<file path="src/rtl/wide_reg_bridge.sv">
module wide_reg_bridge #(
  parameter int N_REGS = 3,
  parameter int ADDR_W = 3
) (
  input  logic                  clk,
  input  logic                  rst_n,
  input  logic [ADDR_W-1:0]     addr,
  input  logic [7:0]            wdata,
  input  logic                  wr_en,
  input  logic                  rd_en,
  output logic [7:0]            rdata,
  input  logic [16*N_REGS-1:0]  reg_val,
  output logic [N_REGS-1:0]     load_en,
  output logic [15:0]           load_data
);
  localparam int IDX_W = ADDR_W - 1;

  logic [7:0]       temp_q;
  logic [15:0]      sel_val;
  logic [IDX_W-1:0] idx;
  logic             hi, hit;

  assign idx = addr[ADDR_W-1:1];
  assign hi  = addr[0];
  assign hit = {1'b0, idx} < (IDX_W+1)'(N_REGS);

  always_comb begin
    sel_val = '0;
    for (int i = 0; i < N_REGS; i++)
      if (idx == IDX_W'(i)) sel_val = reg_val[i*16 +: 16];
  end

  for (genvar g = 0; g < N_REGS; g++) begin : g_load
    assign load_en[g] = wr_en && !hi && (idx == IDX_W'(g));
  end

  assign load_data = {temp_q, wdata};

  always_ff @(posedge clk) begin
    if (!rst_n)                       temp_q <= '0;
    else if (wr_en && hit && hi)      temp_q <= wdata;
    else if (rd_en && hit && !hi)     temp_q <= sel_val[15:8];
  end

  always_ff @(posedge clk) begin
    if (!rst_n)     rdata <= '0;
    else if (rd_en) rdata <= !hit ? 8'h00 : (hi ? temp_q : sel_val[7:0]);
  end
endmodule


</file>
<file path="config.mk">
export PLATFORM = sky130hd
export DESIGN_NAME = wide_reg_bridge
export DESIGN_NICKNAME = d
export VERILOG_FILES = /design/src/rtl/wide_reg_bridge.sv
export SDC_FILE = /design/constraint.sdc
export NUM_CORES = 1
export LEC_CHECK = 0
export ABC_AREA = 0
export CORE_UTILIZATION = 31
export DETAILED_ROUTE_END_ITERATION = 16
export PLACE_DENSITY = 0.77
export SYNTH_ARGS = -nofsm -noshare
export SYNTH_HDL_FRONTEND = slang
export SYNTH_SLANG_ARGS = --single-unit
</file>
<file path="constraint.sdc">
create_clock -name clk -period 1.1 [get_ports clk]
set_input_delay 0.11 -clock clk [delete_from_list [all_inputs] [get_ports clk]]
set_output_delay 0.11 -clock clk [all_outputs]
set_load 0.05 [all_outputs]
</file>
==> impl_metrics.csv, run 1 <==
group,metric,value,unit
synth,ys_seq_area_frac,0.2645,
finish,synthToLayoutAreaGrowth,112.0,%
power_and_ir_drop,p_leak,1.035,nW
global_routing,grt_max_degree,24,
worst_setup_path,critPathRequiredTime,1.25,ns
finish,fin_cells,271,
sta,final_max_slew_viol_count,0,
detailed_routing,dr.pass1.iters,4,
floorplan,fp-row-count,22,
worst_hold_path,whs_path_depth,4,
floorplan,core_area,3716,µm²
power_and_ir_drop,internal-power,1.531,mW
sta,maxSlewHeadroom,0.7562,
cts,cts_tree,"built",
worst_setup_path,start_kind,"input port",
worst_setup_path,crit_arrival,1.22,ns
synth,synth_top_flop_cell,"dfxtp_1",
placed_design,numPlacedInstances,260,
detailed_routing,drt_wl_total,4897,µm
cts,cts_buffers,3,
finish,fillers,281,
detailed_routing,wl_per_cell,18.07,µm
synth,synth_top_area_share,0.2645,
finish,post-route-util,0.6909,
placed_design,place_area,2461,µm²
worst_hold_path,hold_path.class,"input port to register",
cts,cts-root-buf,"clkbuf_8",
power_and_ir_drop,netSwitchingPower,739.2,µW
synth,synth_area,1211,µm²
power_and_ir_drop,clockPowerShare,0.235,
finish,final_area,2567,µm²
cts,h-tree-depth,1,
sta,rsz0062_at_grt,"no",
synth,synth_top_area_cell,"dfxtp_1",
detailed_routing,drt-initial-drc-count,76,
outcome,outcome,"completed",
detailed_routing,vias,1534,
global_routing,grt.overflow.total,0,
finish,layout-drive-gt1-share,0.2915,
worst_setup_path,end_kind,"register",
detailed_routing,vias_per_cell,5.661,
sta,max_freq,934.0,MHz
finish,final_nets,287,
global_routing,antenna_found_initial,0,
placed_design,gp_congestion,0.8435,
synth,ys_ff_latch,16,
floorplan,die_h,64.51,µm
worst_setup_path,cp_max_fo,2,
synth,syn_avg_cell_area,9.389,µm²
placed_design,dp_hpwl,3852,µm
power_and_ir_drop,pwr-share-comb,0.469,
synth,ys_async_sr_fraction,0,
flow_run,drv_cap,0,
synth,synth_nets,192,
global_routing,grt_pass1_wl,7590,µm
sta,worstMarginPinSlew,0.3640,ns
cts,cts_num_sinks,16,
power_and_ir_drop,pwr-share-seq,0.296,
floorplan,die_w,64.51,µm
synth,synth_cell_types,24,
floorplan,io_pins,90,
power_and_ir_drop,vdd_drop_max,0.4988,mV
power_and_ir_drop,power,2.270,mW
cts,clkTransAtPathRegs,0.06,ns
sta,period_share,0.9733,
synth,synth_area_leaders,"dfxtp_1 26%, mux2i_1 14%, a32o_1 13%, a22oi_1 5.0%, buf_4 5.0%",
sta,skew,0.0008605,ns
cts,cts_hold_buf,0,
global_routing,grt_use_total,0.2408,
placed_design,place_ws,-0.6319,ns
floorplan,die-area,4161,µm²
synth,syn_inst,129,
cts,clockBufferDepth,2,
global_routing,grt_pass1_vias,1620,
synth,ys_warn_count,0,
power_and_ir_drop,netSwitchingFraction,0.3257,
detailed_routing,antenna_left,0,
synth,synth.most_common_cell,"mux2i_1",
sta,hold_viol,0,
sta,finalCriticalPeriod,1.071,ns
sta,setup_viol,0,
worst_setup_path,worstSetupPathType,"input port to register",
finish,diodes,0,
worst_setup_path,r2r_cells,2,
placed_design,port_buffers,89,
sta,setup_ws,0.02938,ns
floorplan,start_util,0.3259,
power_and_ir_drop,power.density,884.0,nW/µm²
synth,synth_common_cells,"17 x mux2i_1, 16 x a32o_1, 16 x dfxtp_1",
synth,synth_edf_count,0,
detailed_routing,drcViolationCount,0,
cts,insertion_delay,0.25,ns
[power groups by stage]
stage          combinational [mW]  sequential, mW  clock (mW)
3_3_place_gp                 1.01           0.683           0
5_1_grt                      1.11           0.677       0.565
4_1_cts                      1.06           0.672       0.540
2_1_floorplan               0.388           0.790           0
6_report                     1.06           0.673       0.532
3_5_place_dp                 1.04           0.685           0
[routing by layer]
metal  routed length, µm  vias to the layer above  GRT usage
met5                   0                        -          0
met4                 340                        0     0.1806
met3                 400                       26    0.06866
met2                2429                       94     0.4368
met1                1727                      717     0.2280
li1                    -                      697          -
[state kept, by name (all words and copies together) (netlist names)]
register  cells
rdata         8
temp_q        8
[cell type report]
cell class | count | area [µm²] | share of cell area
repair buffers | 112 | 1330 | 0.5180
multi-input cells | 90 | 798.3 | 0.3109
flip-flops and latches | 16 | 320.3 | 0.1248
well taps | 48 | 60.06 | 0.02339
clock buffers | 4 | 55.05 | 0.02144
inverters | 1 | 3.754 | 0.001462
[final timing paths]
path | slack (ns) | startpoint | end
worst min-delay path | 0.41 | addr[0] | rdata[7]$_SDFFE_PN0P_
worst max register to register | 0.19 | temp_q[1]$_SDFFE_PN0P_ | rdata[1]$_SDFFE_PN0P_
worst min register to register | 0.54 | rdata[7]$_SDFFE_PN0P_ | rdata[7]$_SDFFE_PN0P_
worst max-delay path | 0.03 | wdata[2] | temp_q[2]$_SDFFE_PN0P_
[cells by family after synthesis]
| logic type | share of synthesized area |
|---|---|
| flops | 0.2645 |
| compound gates | 0.2789 |
| simple gates | 0.1942 |
| buf+inv | 0.1219 |
| mux | 0.1405 |
[repair_timing]
item	4_1_cts	5_1_grt
resized for setup	20	4
pin swaps	5	2
endpoints found under the setup margin	19	4
setup buffers	7	1
[per-stage QoR]
stage / hold slack (ns) / TNS [ns]
floorplan: 0.3497 / -0.5164
global route: 0.4243 / 0
detailed placement: 0.5259 / -9.874
finish: 0.4065 / 0
global placement: 0.5159 / -9.490
CTS: 0.3973 / 0
[cell usage in the layout, fill, tap and decap left out]
cell type	n
dlygate4sd2_1	1
clkbuf_2	1
o22ai_1	8
nor4b_4	1
nor2b_2	1
nand2b_1	8
nor4bb_4	2
mux2i_1	17
clkdlybuf4s50_1	57
dfxtp_1	16
buf_2	2
inv_1	1
buf_4	19
buf_12	27
nand3b_1	8
clkbuf_4	1
clkbuf_8	4
o211ai_1	8
a32o_1	16
or3_1	8
and2_4	1
and3b_1	1
buf_6	4
nor3b_4	1
o21a_4	1
a22oi_1	8
nand2_1	1
[critical path, stage by stage]
cell and delay [ns]:
clkdlybuf4s50_1 0.46, or3_1 0.39, a32o_1 0.25
Note: power is estimated with default switching activity, not from simulation.
==> run 2: changes to the inputs <==
CORE_UTILIZATION = 34   (was 31)
PLACE_DENSITY = 0.8   (was 0.77)
clock period = 1 ns   (was 1.1 ns; I/O delays follow)
==> run 2 against run 1 <==
Compared with the run above:
- non-clock buffer count rose by 8
- wire length fell by 2.4%
- die area is 8.6% lower
- clock-buffer cell count fell by 1
- cell count is 1.8% higher
- combinational power is 15% higher
- total power is 1.0% higher
- critical endpoint is now temp_q[7]$_SDFFE_PN0P_
==> impl_metrics.csv, run 2 (synthesized netlist as in run 1, its figures left out) <==
group,metric,value,unit
sta,setup_viol,0,
global_routing,grt_pass1_wl,7217,µm
finish,layout_common_cells,"57 x clkdlybuf4s50_1, 27 x buf_4, 27 x buf_12, 17 x mux2i_1, 16 x a32o_1",
sta,finalCriticalPeriod,0.9986,ns
floorplan,fp-row-count,21,
floorplan,die_h,61.69,µm
finish,post-route-util,0.7850,
cts,cts-root-buf,"clkbuf_4",
sta,skew,0.002072,ns
worst_setup_path,crit_path_end,"temp_q[7]$_SDFFE_PN0P_",
detailed_routing,antenna_left,0,
worst_setup_path,cp_max_fo,6,
power_and_ir_drop,p_leak,1.075,nW
detailed_routing,drt-initial-drc-count,52,
power_and_ir_drop,power.density,868.5,nW/µm²
placed_design,numPlacedInstances,263,
floorplan,die-area,3805,µm²
sta,worstMarginPinSlew,0.3311,ns
floorplan,core_area,3363,µm²
cts,clockBufferDepth,2,
worst_setup_path,critPathRequiredTime,1.18,ns
power_and_ir_drop,vdd_drop_max,0.5264,mV
detailed_routing,wl_per_cell,17.32,µm
sta,final_max_slew_viol_count,0,
sta,hold_viol,0,
flow_run,drv_cap,0,
cts,insertion_delay,0.28,ns
detailed_routing,drt_wl_total,4779,µm
worst_setup_path,r2r_cells,2,
finish,final_common_cell,"clkdlybuf4s50_1",
sta,rsz0062_at_grt,"yes",
finish,diodes,0,
sta,max_freq,1001,MHz
worst_setup_path,worstSetupPathType,"input port to register",
sta,finalSetupTns,0,ns
worst_setup_path,start_kind,"input port",
cts,cts_hold_buf,0,
placed_design,gp_congestion,0.8596,
worst_setup_path,end_kind,"register",
cts,cts_buffers,3,
power_and_ir_drop,power,2.293,mW
sta,period_share,0.9986,
finish,fillers,208,
sta,maxSlewHeadroom,0.7783,
placed_design,port_buffers,89,
worst_hold_path,hold_path.class,"input port to register",
worst_setup_path,critPathLaunch,"wr_en",
worst_setup_path,r2r-end,"rdata[3]$_SDFFE_PN0P_",
finish,reg_top3,"rdata x8, temp_q x8",
worst_setup_path,reg2reg_setup_slack,0.11,ns
cts,clkTransAtPathRegs,0.09,ns
worst_setup_path,reg2reg_from,"temp_q[3]$_SDFFE_PN0P_",
global_routing,grt_use_total,0.2638,
cts,h-tree-depth,1,
floorplan,die_w,61.69,µm
finish,final_nets,295,
placed_design,dp_hpwl,3693,µm
cts,cts_tree,"built",
finish,layout-drive-gt1-share,0.3435,
global_routing,antenna_found_initial,0,
detailed_routing,drcViolationCount,0,
finish,fin_cells,276,
finish,synthToLayoutAreaGrowth,118.0,%
detailed_routing,vias,1535,
detailed_routing,dr.pass1.iters,4,
worst_setup_path,crit_arrival,1.18,ns
floorplan,start_util,0.3601,
floorplan,io_pins,90,
global_routing,grt_pass1_vias,1601,
global_routing,grt.overflow.total,0,
outcome,outcome,"completed",
global_routing,grt_max_degree,17,
cts,cts_num_sinks,16,
detailed_routing,vias_per_cell,5.562,
==> run 2: changes by cell type in the layout (fill, tap and decap cells not counted) <==
cell      delta
clkbuf_2     -1
dfxtp_2      +6
clkbuf_4     +2
o22ai_1      -1
clkbuf_8     -4
buf_4        +8
o22ai_2      +1
buf_6        +1
buf_2        -2
buf_8        +3
dfxtp_1      -6
==> run 2: where the power goes <==
| part | internal, mW | leakage, nW | switching (mW) | total (mW) |
|---|---|---|---|---|
| sequential | 0.685 | 0.133 | 0.0559 | 0.741 |
| clock | 0.140 | 0.0138 | 0.192 | 0.332 |
| combinational | 0.691 | 0.928 | 0.529 | 1.22 |
| total | 1.52 | 1.08 | 0.777 | 2.29 |
==> run 2: routing by layer <==
metal / up-vias / global-route usage / share of wire
met5: - / 0 / 0
met4: 0 / 0.1302 / 0.046
met3: 20 / 0.06303 / 0.066
met2: 88 / 0.4931 / 0.54
met1: 717 / 0.2725 / 0.35
li1: 710 / - / -
==> run 2: layout make-up <==
class / count / area [µm²] / share of cell area
Inverter: 1 / 3.754 / 0.001422
Sequential cell: 16 / 327.8 / 0.1242
Clock buffer: 3 / 22.52 / 0.008531
Multi-Input combinational cell: 90 / 804.5 / 0.3047
Timing Repair Buffer: 120 / 1424 / 0.5393
Tap cell: 46 / 57.56 / 0.02180
==> run 2: worst min path at each step <==
stage                               start                endpoint  slack [ns]  cells after the start
floorplan                        wdata[0]  temp_q[0]$_SDFFE_PN0P_        0.34                      2
global placement    rdata[4]$_SDFFE_PN0P_   rdata[4]$_SDFFE_PN0P_        0.51                      1
detailed placement  rdata[4]$_SDFFE_PN0P_   rdata[4]$_SDFFE_PN0P_        0.52                      1
CTS                               addr[0]   rdata[2]$_SDFFE_PN0P_        0.37                      4
global route                      addr[0]   rdata[4]$_SDFFE_PN0P_        0.34                      4
finish                            addr[0]   rdata[2]$_SDFFE_PN0P_        0.33                      4
==> run 2: through the flow <==
stage	cell area, µm²	hold slack (ns)	setup WS [ns]
after global placement	2496	0.5125	-0.5531
after CTS	2619	0.3717	-0.02027
after floorplan	1311	0.3397	-0.1436
after detailed placement	2496	0.5194	-0.6112
after global routing	2640	0.3436	-0.01025
final	2640	0.3301	0.001428
==> run 2: timing repair <==
item	in CTS	in global routing
setup endpoints to repair	19	11
pin swaps	6	3
buffers inserted	12	0
gates resized for setup	25	16
==> run 2: critical path, stage by stage <==
cell and delay, ns:
buf_4 0.13, buf_6 0.12, buf_4 0.14, a22oi_1 0.22, o22ai_1 0.16, a32o_1 0.29
==> run 3: changes to the inputs <==
CTS_CLUSTER_SIZE = 8   (was unset)
SLEW_MARGIN = 25   (was unset)
==> results of run 3 <==
No change in the layout: final DEF, timing and power equal those of run 2.
